[src/rtl/wm_pkg.sv]
package wm_pkg;
  localparam int STATE_W = 4;

  typedef enum logic [STATE_W-1:0] {
    ST_IDLE   = 4'd1,
    ST_ONE    = 4'd2,
    ST_P10    = 4'd3,
    ST_P100   = 4'd4,
    ST_P1001  = 4'd5,
    ST_P10011 = 4'd6,
    ST_SIG1   = 4'd13,
    ST_SIG2   = 4'd14,
    ST_SIG3   = 4'd15
  } state_t;
endpackage

[src/rtl/wmd_next.sv]
module wmd_next
  import wm_pkg::*;
(
  input  state_t cur,
  input  logic   din,
  output state_t nxt,
  output logic   hit
);
  always_comb begin
    hit = 1'b0;
    nxt = ST_IDLE;
    unique case (cur)
      ST_IDLE:   nxt = din ? ST_SIG1 : ST_IDLE;
      ST_ONE:    nxt = din ? ST_ONE  : ST_P10;
      ST_P10:    nxt = din ? ST_ONE  : ST_P100;
      ST_P100:   nxt = din ? ST_P1001 : ST_IDLE;
      ST_P1001:  nxt = din ? ST_P10011 : ST_P10;
      ST_P10011: begin
        nxt = din ? ST_SIG1 : ST_P10;
        hit = din;
      end
      ST_SIG1:   nxt = din ? ST_SIG2 : ST_P10;
      ST_SIG2:   nxt = din ? ST_SIG2 : ST_SIG3;
      ST_SIG3:   nxt = din ? ST_SIG1 : ST_P100;
      default:   nxt = ST_IDLE;
    endcase
  end
endmodule

[src/rtl/wmd_state_reg.sv]
module wmd_state_reg
  import wm_pkg::*;
(
  input  logic   clk,
  input  logic   rst,
  input  state_t d,
  output state_t q
);
  always_ff @(posedge clk) begin
    if (rst) q <= ST_IDLE;
    else     q <= d;
  end
endmodule

[src/rtl/wm_seq_detector.sv]
module wm_seq_detector
  import wm_pkg::*;
(
  input  logic               clk,
  input  logic               rst,
  input  logic               din,
  output logic               match,
  output logic [STATE_W-1:0] state_dbg,
  output logic               mark
);
  state_t cur_q;
  state_t nxt_d;
  logic   hit_d;

  wmd_next u_next (
    .cur (cur_q),
    .din (din),
    .nxt (nxt_d),
    .hit (hit_d)
  );

  wmd_state_reg u_reg (
    .clk (clk),
    .rst (rst),
    .d   (nxt_d),
    .q   (cur_q)
  );

  assign match     = hit_d;
  assign state_dbg = cur_q;
  assign mark      = (cur_q == ST_SIG3);

  AST_RESET_IDLE: assert property (@(posedge clk) $past(rst) |-> (state_dbg == 4'd1 && !mark));
  AST_MATCH_TO_SIG1: assert property (@(posedge clk) disable iff (rst) match |=> (state_dbg == 4'd13));
  AST_IDLE_ONE: assert property (@(posedge clk) disable iff (rst) (state_dbg == 4'd1 && din) |=> (state_dbg == 4'd13));
  AST_MARK_PATH: assert property (@(posedge clk) disable iff (rst) mark |-> ($past(state_dbg) == 4'd14 && !$past(din)));
  AST_LEGAL_CODE: assert property (@(posedge clk) disable iff (rst) (state_dbg inside {[4'd1:4'd6], [4'd13:4'd15]}));
  AST_SIG3_EXIT0: assert property (@(posedge clk) disable iff (rst) (state_dbg == 4'd15 && !din) |=> (state_dbg == 4'd4));
  AST_SIG3_EXIT1: assert property (@(posedge clk) disable iff (rst) (state_dbg == 4'd15 && din) |=> (state_dbg == 4'd13));
endmodule

[config.mk]
export PLATFORM = sky130hd
export DESIGN_NAME = wm_seq_detector
export DESIGN_NICKNAME = d
export VERILOG_FILES = /design/src/rtl/wm_pkg.sv /design/src/rtl/wmd_next.sv /design/src/rtl/wmd_state_reg.sv /design/src/rtl/wm_seq_detector.sv
export SDC_FILE = /design/constraint.sdc
export NUM_CORES = 1
export LEC_CHECK = 0
export CAP_MARGIN = 10
export CORE_AREA = 2 2 39 41
export DETAILED_ROUTE_END_ITERATION = 10
export DIE_AREA = 0 0 41 43
export HOLD_SLACK_MARGIN = 0.06
export PLACE_DENSITY = 0.48
export SYNTH_ARGS = -nofsm -noshare
export SYNTH_HDL_FRONTEND = slang
export SYNTH_HIERARCHICAL = 1
export SYNTH_SLANG_ARGS = --single-unit
export TNS_END_PERCENT = 30
[constraint.sdc]
create_clock -name clk -period 1.1 [get_ports clk]
set_input_delay 0.22 -clock clk [delete_from_list [all_inputs] [get_ports clk]]
set_output_delay 0.22 -clock clk [all_outputs]
set_load 0.02 [all_outputs]
* Word level (Yosys, flattened, before mapping) *
Index checks and enable logic that the tools add are counted.

storage, ports and cells
  output and inout port bits = 6
  word-level logic and storage cells = 21
  flip-flop bits (word level) = 4
  bits of input ports = 3

cells by class
  multiplexer cells = 11
  equality and inequality tests = 9

operators by type and width
  operator              count
  $pmux W4 S9           1
  $mux W4               4
  $eq A4 B3 Y1 const B  3
  $eq A4 B4 Y1 const B  3
  $mux W3               3
  $eq A4 B2 Y1 const B  2
  $eq A4 B1 Y1 const B  1
  $mux W1               3

* Depth between registers and ports, before layout *
Gate-level depths: netlist of run 1.

  word-level depth = 2
  gate-level depth with buffers = 5
  gate-level depth less buffers = 4

* Modules after synthesis *
Netlist of run 1, hierarchy kept.

modules (own cells, without submodules)
  module           area an instance (sq um)  cells an instance  seq. area each (sq um)  times used
  wmd_next         180.2                     29                 0.0                     1
  wmd_state_reg    112.6                     8                  80.1                    1
  wm_seq_detector  8.8                       1                  0.0                     1

* Least setup slack after synthesis of run 1 *
OpenSTA, ideal clock, no wires.

  kind = reg2out
  from = register u_reg.q[1]
  to = output match
  path buffers = 1
  slack = -333 ps
  cell stages (with the launch flop) = 4
  data arrival time = 1213 ps
  data required time = 880 ps
  path through = dfxtp_1 buf_2 nand2b_1 nor3_1

on the way
  word-level cells in the longest chain between the ends = 2

ends and longest elaborated chain
  element                   RTL line              source
  start: declaration        wmd_state_reg.sv:7    output state_t q
  start signal: assignment  wmd_state_reg.sv:10   if (rst) q <= ST_IDLE;
  start signal: assignment  wmd_state_reg.sv:11   else q <= d;
  $eq A4 B3 Y1              wmd_next.sv:12        unique case (cur)
  $mux W1                   wmd_next.sv:12
  end: declaration          wm_seq_detector.sv:7  output logic match,

No other way between the ends.

* Final worst setup path of run 1 *
  from = register u_reg.q[3]
  to = register u_reg.q[2]

on the way
  word-level cells in the longest chain between the ends = 2
  elaborated cells on any way between the ends = 10
  classes of those cells = 9 x eq/ne; 1 x mux

ends and longest elaborated chain
  element                                     RTL line               source
  $eq A4 B4 Y1, or another cell as far along  wmd_next.sv:12
  $pmux W4 S9 (*)                             wmd_next.sv:12
  named net nxt_d[2]                          wm_seq_detector.sv:12  state_t nxt_d;

The timed path passes the listed nets; every way through them passes the cells marked *.
A chain may end at the register's enable or synchronous reset.

==> results of run 1 <==
metal layers:
metal / global-route usage (%) / part of all wire [%] / up-vias
met2: 15.3 / 52 / 5
li1: - / - / 169
met3: 1.57 / 3.1 / 0
met5: 0 / 0 / -
met1: 14.4 / 45 / 141
met4: 8.00 / 0 / 0
where the power goes:
group	leakage [nW]	internal [mW]	total [mW]	switching, mW
Sequential	0.0349	0.172	0.203	0.0312
Clock	0.0138	0.122	0.176	0.0544
Combinational	0.183	0.168	0.307	0.139
critical path: stages, from the launching register on:
cell,delay [ns]
dfxtp_4,0.37
buf_6,0.12
or2b_1,0.23
a21oi_2,0.11
o22ai_1,0.08
and2b_2,0.19
kinds of logic (layout without fill, tap and decap cells):
family,count (synthesis),after routing,synth area share [%]
compound gates,11,11,27.4
buf+inv,2,19,3.32
flops,4,4,26.6
mux,1,1,3.32
simple gates,20,20,39.4
cells in the mapped netlist:
| cell | number | area, um^2 |
|---|---|---|
| a31oi_1 | 1 | 6.26 |
| and2_4 | 1 | 8.76 |
| o21bai_1 | 1 | 7.51 |
| nor2_1 | 4 | 15.0 |
| or2b_1 | 1 | 7.51 |
| o21ai_0 | 2 | 10.0 |
| a21oi_2 | 1 | 8.76 |
| a22o_1 | 1 | 8.76 |
| buf_2 | 2 | 10.0 |
| o22ai_1 | 1 | 6.26 |
| o21ai_1 | 1 | 5.00 |
| and2b_2 | 3 | 26.3 |
| nor2b_1 | 1 | 6.26 |
| a21oi_1 | 2 | 10.0 |
| nand2b_1 | 3 | 18.8 |
| or2_1 | 1 | 6.26 |
| dfxtp_1 | 4 | 80.1 |
| o2bb2a_4 | 1 | 20.0 |
| nand2_1 | 3 | 11.3 |
| and4_1 | 1 | 8.76 |
| nand3_1 | 1 | 5.00 |
| mux2i_1 | 1 | 10.0 |
| nor3_1 | 1 | 5.00 |
cell type report:
| class | instances | area, um^2 | share of cell area, % |
|---|---|---|---|
| flip-flops and latches | 4 | 95.1 | 17.6 |
| clock buffers | 3 | 22.5 | 4.18 |
| repair buffers | 16 | 153 | 28.3 |
| multi-input cells | 32 | 249 | 46.2 |
| well taps | 16 | 20.0 | 3.71 |
how the worst max path moves through the flow:
stage / start / to / slack [ns] / cells after the start
4_1_cts: u_reg/q[3] / u_reg/q[2] / -0.12 / 5
6_report: u_reg/q[3] / u_reg/q[2] / -0.11 / 5
3_5_place_dp: din / match / -0.62 / 4
2_1_floorplan: u_reg/q[3] / u_reg/q[2] / -0.02 / 4
5_1_grt: u_reg/q[3] / u_reg/q[2] / -0.19 / 5
3_3_place_gp: din / match / -0.63 / 4
repair_timing:
item / in CTS / in global routing
endpoints found under the setup margin: 10 / 9
resized for setup: 33 / 6
pin swaps: 4 / 1
==> summary.md, run 1 <==
| Metric | Value |
|---|---|
| Outcome | `finished, violations left` |
| Failing checks | `setup timing` |
| Number of DRC markers in iteration 0 | `2` |
| RR Endpoint | `u_reg/q[2]` |
| First-pass GRT wire length | `1.27 mm` |
| Root cell of the clock tree | `clkbuf_4` |
| Largest register FFs | `4` |
| Pre-CTS setup slack | `-0.624 ns` |
| R2r setup slk | `-0.11 ns` |
| Worst EP arrival | `1.33 ns` |
| Later-pin clock latency in the skew report | `0.23 ns` |
| Clock Tree Buf Depth | `2` |
| Grt ovf | `0` |
| Final hold slack | `0.643 ns` |
| Hold Buf Count CTS | `0` |
| HPWL after DPL | `553 um` |
| Synthesis Warnings | `6` |
| Final instance area | `539 um^2` |
| PD cells | `1270 nW/um^2` |
| Max cap viols | `0` |
| Post-Route WL | `753 um` |
| Via/cell ratio | `4.44` |
| CTS tree | `built` |
| # rows | `14` |
| Top reg by flops | `u_reg/q` |
| Clock Skew | `0.00584 ns` |
| Synthesized area | `302 um^2` |
| Most frequent cells in the layout | `buf_6 (8), buf_4 (4), dfxtp_4 (4)` |
| I/O pin count | `9` |
| Htree depth | `1` |
| Leak | `0.232 nW` |
| Final core utilization | `39.0%` |
| Least-Margin Pin Slew | `0.214 ns` |
| RSZ-0062 raised after global routing | `yes` |
| Clock transition at path regs | `0.04 ns` |
| Chip Height | `43 um` |
| Pin count of the biggest net entering global routing | `10` |
| Via count | `315` |
| Post-route ant nets | `0` |
| Setup_tns | `-0.488 ns` |
| Placed inst area | `488 um^2` |
| Avg WL per Cell | `10.6 um` |
| CP endpoint kind | `register` |
| Vias in the first global route | `297` |
| Initial Utilization | `21.8%` |
| Reg2reg start | `u_reg/q[3]` |
| Die extent in x | `41 um` |
| Worst R2R Path Depth | `5` |
| Drt pass-1 iters | `4` |
| Post-CTS Setup Bufs | `0` |
| CTS Buf Count | `3` |
| Hold path start | `rst` |
| Final worst setup slack | `-0.109 ns` |
| CP Max Fanout | `7` |
| Largest registers | `u_reg/q x4` |
| Synth Area per Inst | `7.94 um^2` |
| HP Class | `in -> reg` |
| Yosys cell types | `23` |
| Commonest non-fill, non-tap cell in the layout | `buf_6` |
| CTS Sinks | `4` |
| Worst EP required | `1.22 ns` |
| GPL Wtd Cong | `0.689` |
| Synth Register Bits | `4` |
| Initial antenna violation count | `0` |
| Slew headroom | `85.6%` |
| Synth Net Count | `41` |
| N_diodes | `0` |
| Max frequency | `827 MHz` |
| # setup viols final | `7` |
| Core area | `1380 um^2` |
| Post-route DRC | `0` |
| Final nets | `60` |
| Final period util | `110%` |
| Die ar. | `1760 um^2` |
| Gate count after technology mapping | `38` |
| Share of layout cells above drive strength 1 | `60.0%` |
| Non-filler instance count after layout | `71` |
| Peak VDD IR | `477 uV` |
| Final Critical Period | `1.21 ns` |
| Crit path kind | `reg -> reg` |
| Hold EP | `u_reg/q[0]` |
| Input/output buffers | `8` |
| Share of the yosys chip area belonging to registers | `26.6%` |
| GRT Total Usage | `10.9%` |
| Layout area overhead | `78.8%` |
| Final hold viol count | `0` |
| Final Max Tran Viols | `0` |
| Hold depth | `2` |
| Fillers | `150` |
| Total power | `0.686 mW` |
| Startpoint types | `register` |
| Inst Count DP | `68` |
No activity file was read; power rests on OpenSTA's default activity.
==> run 2: changes to the inputs <==
Settings changed: PLACE_DENSITY 0.48 to 0.46.
Clock period 1.1 ns to 1.3 ns, I/O delays scaled along.
==> summary.md, run 2 (synthesized netlist as in run 1, its figures left out) <==
| Metric | Value |
|---|---|
| HPWL after DPL | `577 um (+4.3%)` |
| # setup viols final | `0 (-7)` |
| CP Max Fanout | `5 (-2)` |
| Final nets | `63 (+5.0%)` |
| Via count | `335 (+6.3%)` |
| Commonest non-fill, non-tap cell in the layout | `buf_4` |
| Leak | `0.238 nW (+2.6%)` |
| Number of DRC markers in iteration 0 | `4 (+2)` |
| Final period util | `96.7%` |
| Pin count of the biggest net entering global routing | `10 (unchanged)` |
| Input/output buffers | `8 (unchanged)` |
| Worst EP required | `1.04 ns (-0.18 ns)` |
| Largest register FFs | `4 (unchanged)` |
| Post-Route WL | `756 um (+0.40%)` |
| R2r setup slk | `0.07 ns (+0.18 ns)` |
| # rows | `14 (unchanged)` |
| Clock Tree Buf Depth | `2 (unchanged)` |
| Startpoint types | `register` |
| Die ar. | `1760 um^2 (unchanged)` |
| First-pass GRT wire length | `1.24 mm (-2.7%)` |
| N_diodes | `0 (unchanged)` |
| Hold Buf Count CTS | `0 (unchanged)` |
| Final hold slack | `0.672 ns (+0.0297 ns)` |
| Outcome | `complete, no violations` |
| CP endpoint kind | `primary output` |
| Clock Skew | `0.00190 ns (-0.00394 ns)` |
| Chip Height | `43 um (unchanged)` |
| Most frequent cells in the layout | `buf_4 (11), dfxtp_2 (4), clkbuf_4 (3), nand2_1 (3), and2b_2 (3)` |
| Pre-CTS setup slack | `-0.471 ns (+0.153 ns)` |
| Post-CTS Setup Bufs | `0 (unchanged)` |
| Fillers | `153 (+2.0%)` |
| Via/cell ratio | `4.53 (+2.0%)` |
| Grt ovf | `0 (unchanged)` |
| Core area | `1380 um^2 (unchanged)` |
| Worst R2R Path Depth | `5 (unchanged)` |
| GRT Total Usage | `10.3% (-0.61 points)` |
| Least-Margin Pin Slew | `0.193 ns (-0.0206 ns)` |
| Hold path start | `din` |
| Final worst setup slack | `0.0427 ns (+0.152 ns)` |
| I/O pin count | `9 (unchanged)` |
| GPL Wtd Cong | `0.688 (-0.19%)` |
| Worst EP arrival | `1.00 ns (-0.33 ns)` |
| Post-route DRC | `0 (unchanged)` |
| Initial Utilization | `21.8% (unchanged)` |
| Drt pass-1 iters | `4 (unchanged)` |
| Largest registers | `u_reg/q x4` |
| Post-route ant nets | `0 (unchanged)` |
| Initial antenna violation count | `0 (unchanged)` |
| Final Max Tran Viols | `0 (unchanged)` |
| Max frequency | `795 MHz` |
| Placed inst area | `473 um^2 (-3.1%)` |
| CTS tree | `built` |
| RR Endpoint | `u_reg/q[2]` |
| Top reg by flops | `u_reg/q` |
| Hold EP | `u_reg/q[1]` |
| Htree depth | `1 (unchanged)` |
| Peak VDD IR | `326 uV (-32%)` |
| Share of layout cells above drive strength 1 | `56.9% (-3.1 points)` |
| RSZ-0062 raised after global routing | `no` |
| CTS Sinks | `4 (unchanged)` |
| Final instance area | `508 um^2 (-5.8%)` |
| Layout area overhead | `68.5%` |
| HP Class | `in -> reg` |
| Slew headroom | `87.0% (+1.4 points)` |
| Vias in the first global route | `317 (+6.7%)` |
| Root cell of the clock tree | `clkbuf_4` |
| Avg WL per Cell | `10.2 um (-3.7%)` |
| Die extent in x | `41 um (unchanged)` |
| Reg2reg start | `u_reg/q[3]` |
| CTS Buf Count | `3 (unchanged)` |
| Clock transition at path regs | `0.04 ns (about the same)` |
| Max cap viols | `0 (unchanged)` |
| Crit path kind | `reg -> out` |
| PD cells | `1100 nW/um^2 (-14%)` |
| Final Critical Period | `1.26 ns` |
| Later-pin clock latency in the skew report | `0.23 ns (about the same)` |
| Final hold viol count | `0 (unchanged)` |
| Hold depth | `5 (+3)` |
| Setup_tns | `0 ns (+0.488 ns)` |
==> run 2: changes by cell type in the layout (fill, tap and decap cells not counted), moves of 2 or more <==
cell,delta
nand2_1,+2
buf_6,-7
clkbuf_2,+2
dfxtp_2,+4
buf_4,+7
dfxtp_4,-4
==> run 2: repair_timing <==
action / 4_1_cts / 5_1_grt
cloned: 0 / 1
endpoints found under the setup margin: 8 / 9
pin swaps: 0 / 2
hold endpoints to repair: 0 / 0
resized for setup: 18 / 10
==> run 2: critical path: stages, from the launching register on <==
cell and delay [ns]:
dfxtp_2 0.36, buf_4 0.15, clkdlybuf4s15_2 0.25
==> run 2: final cells by class <==
cell class | instances | area (um^2) | area share (%)
clock buffer | 3 | 22.5 | 4.43
sequential | 4 | 85.1 | 16.7
multi-input combinational | 32 | 229 | 45.1
timing repair buffer | 19 | 151 | 29.8
tap | 16 | 20.0 | 3.94
==> run 2: where the power goes <==
group	leakage [nW]	switching, mW	total [mW]	internal, mW
clock network	0.0138	0.0454	0.148	0.103
logic	0.191	0.112	0.244	0.132
registers	0.0336	0.0206	0.165	0.145
==> run 2: how the worst max path moves through the flow <==
stage	start	to	cells after the start
after floorplan	u_reg/q[1]	match	3
after global placement	din	match	4
after detailed placement	din	match	4
after CTS	din	u_reg/q[0]	6
after global routing	u_reg/q[1]	state_dbg[1]	2
final	u_reg/q[1]	state_dbg[1]	2
==> run 2: per-layer routing <==
layer	track usage, %	routed length [um]	up-vias
met1	13.7	327	151
met3	1.57	60	0
met5	0	0	-
met4	6.00	0	0
li1	-	-	174
met2	15.0	368	10
==> run 2: metrics by stage <==
step	total power, mW	instances	util, %
2_1_floorplan	0.300	38	-
3_3_place_gp	0.411	70	34.2
3_5_place_dp	0.410	70	34.2
4_1_cts	0.561	73	35.4
5_1_grt	0.597	74	36.7
6_report	0.558	74	36.7
==> run 3: changes to the inputs <==
Settings changed: CAP_MARGIN 10 to 40, CTS_CLUSTER_SIZE set to 16.
==> results of run 3 <==
The final DEF is identical to that of run 2; final timing and power are the same.
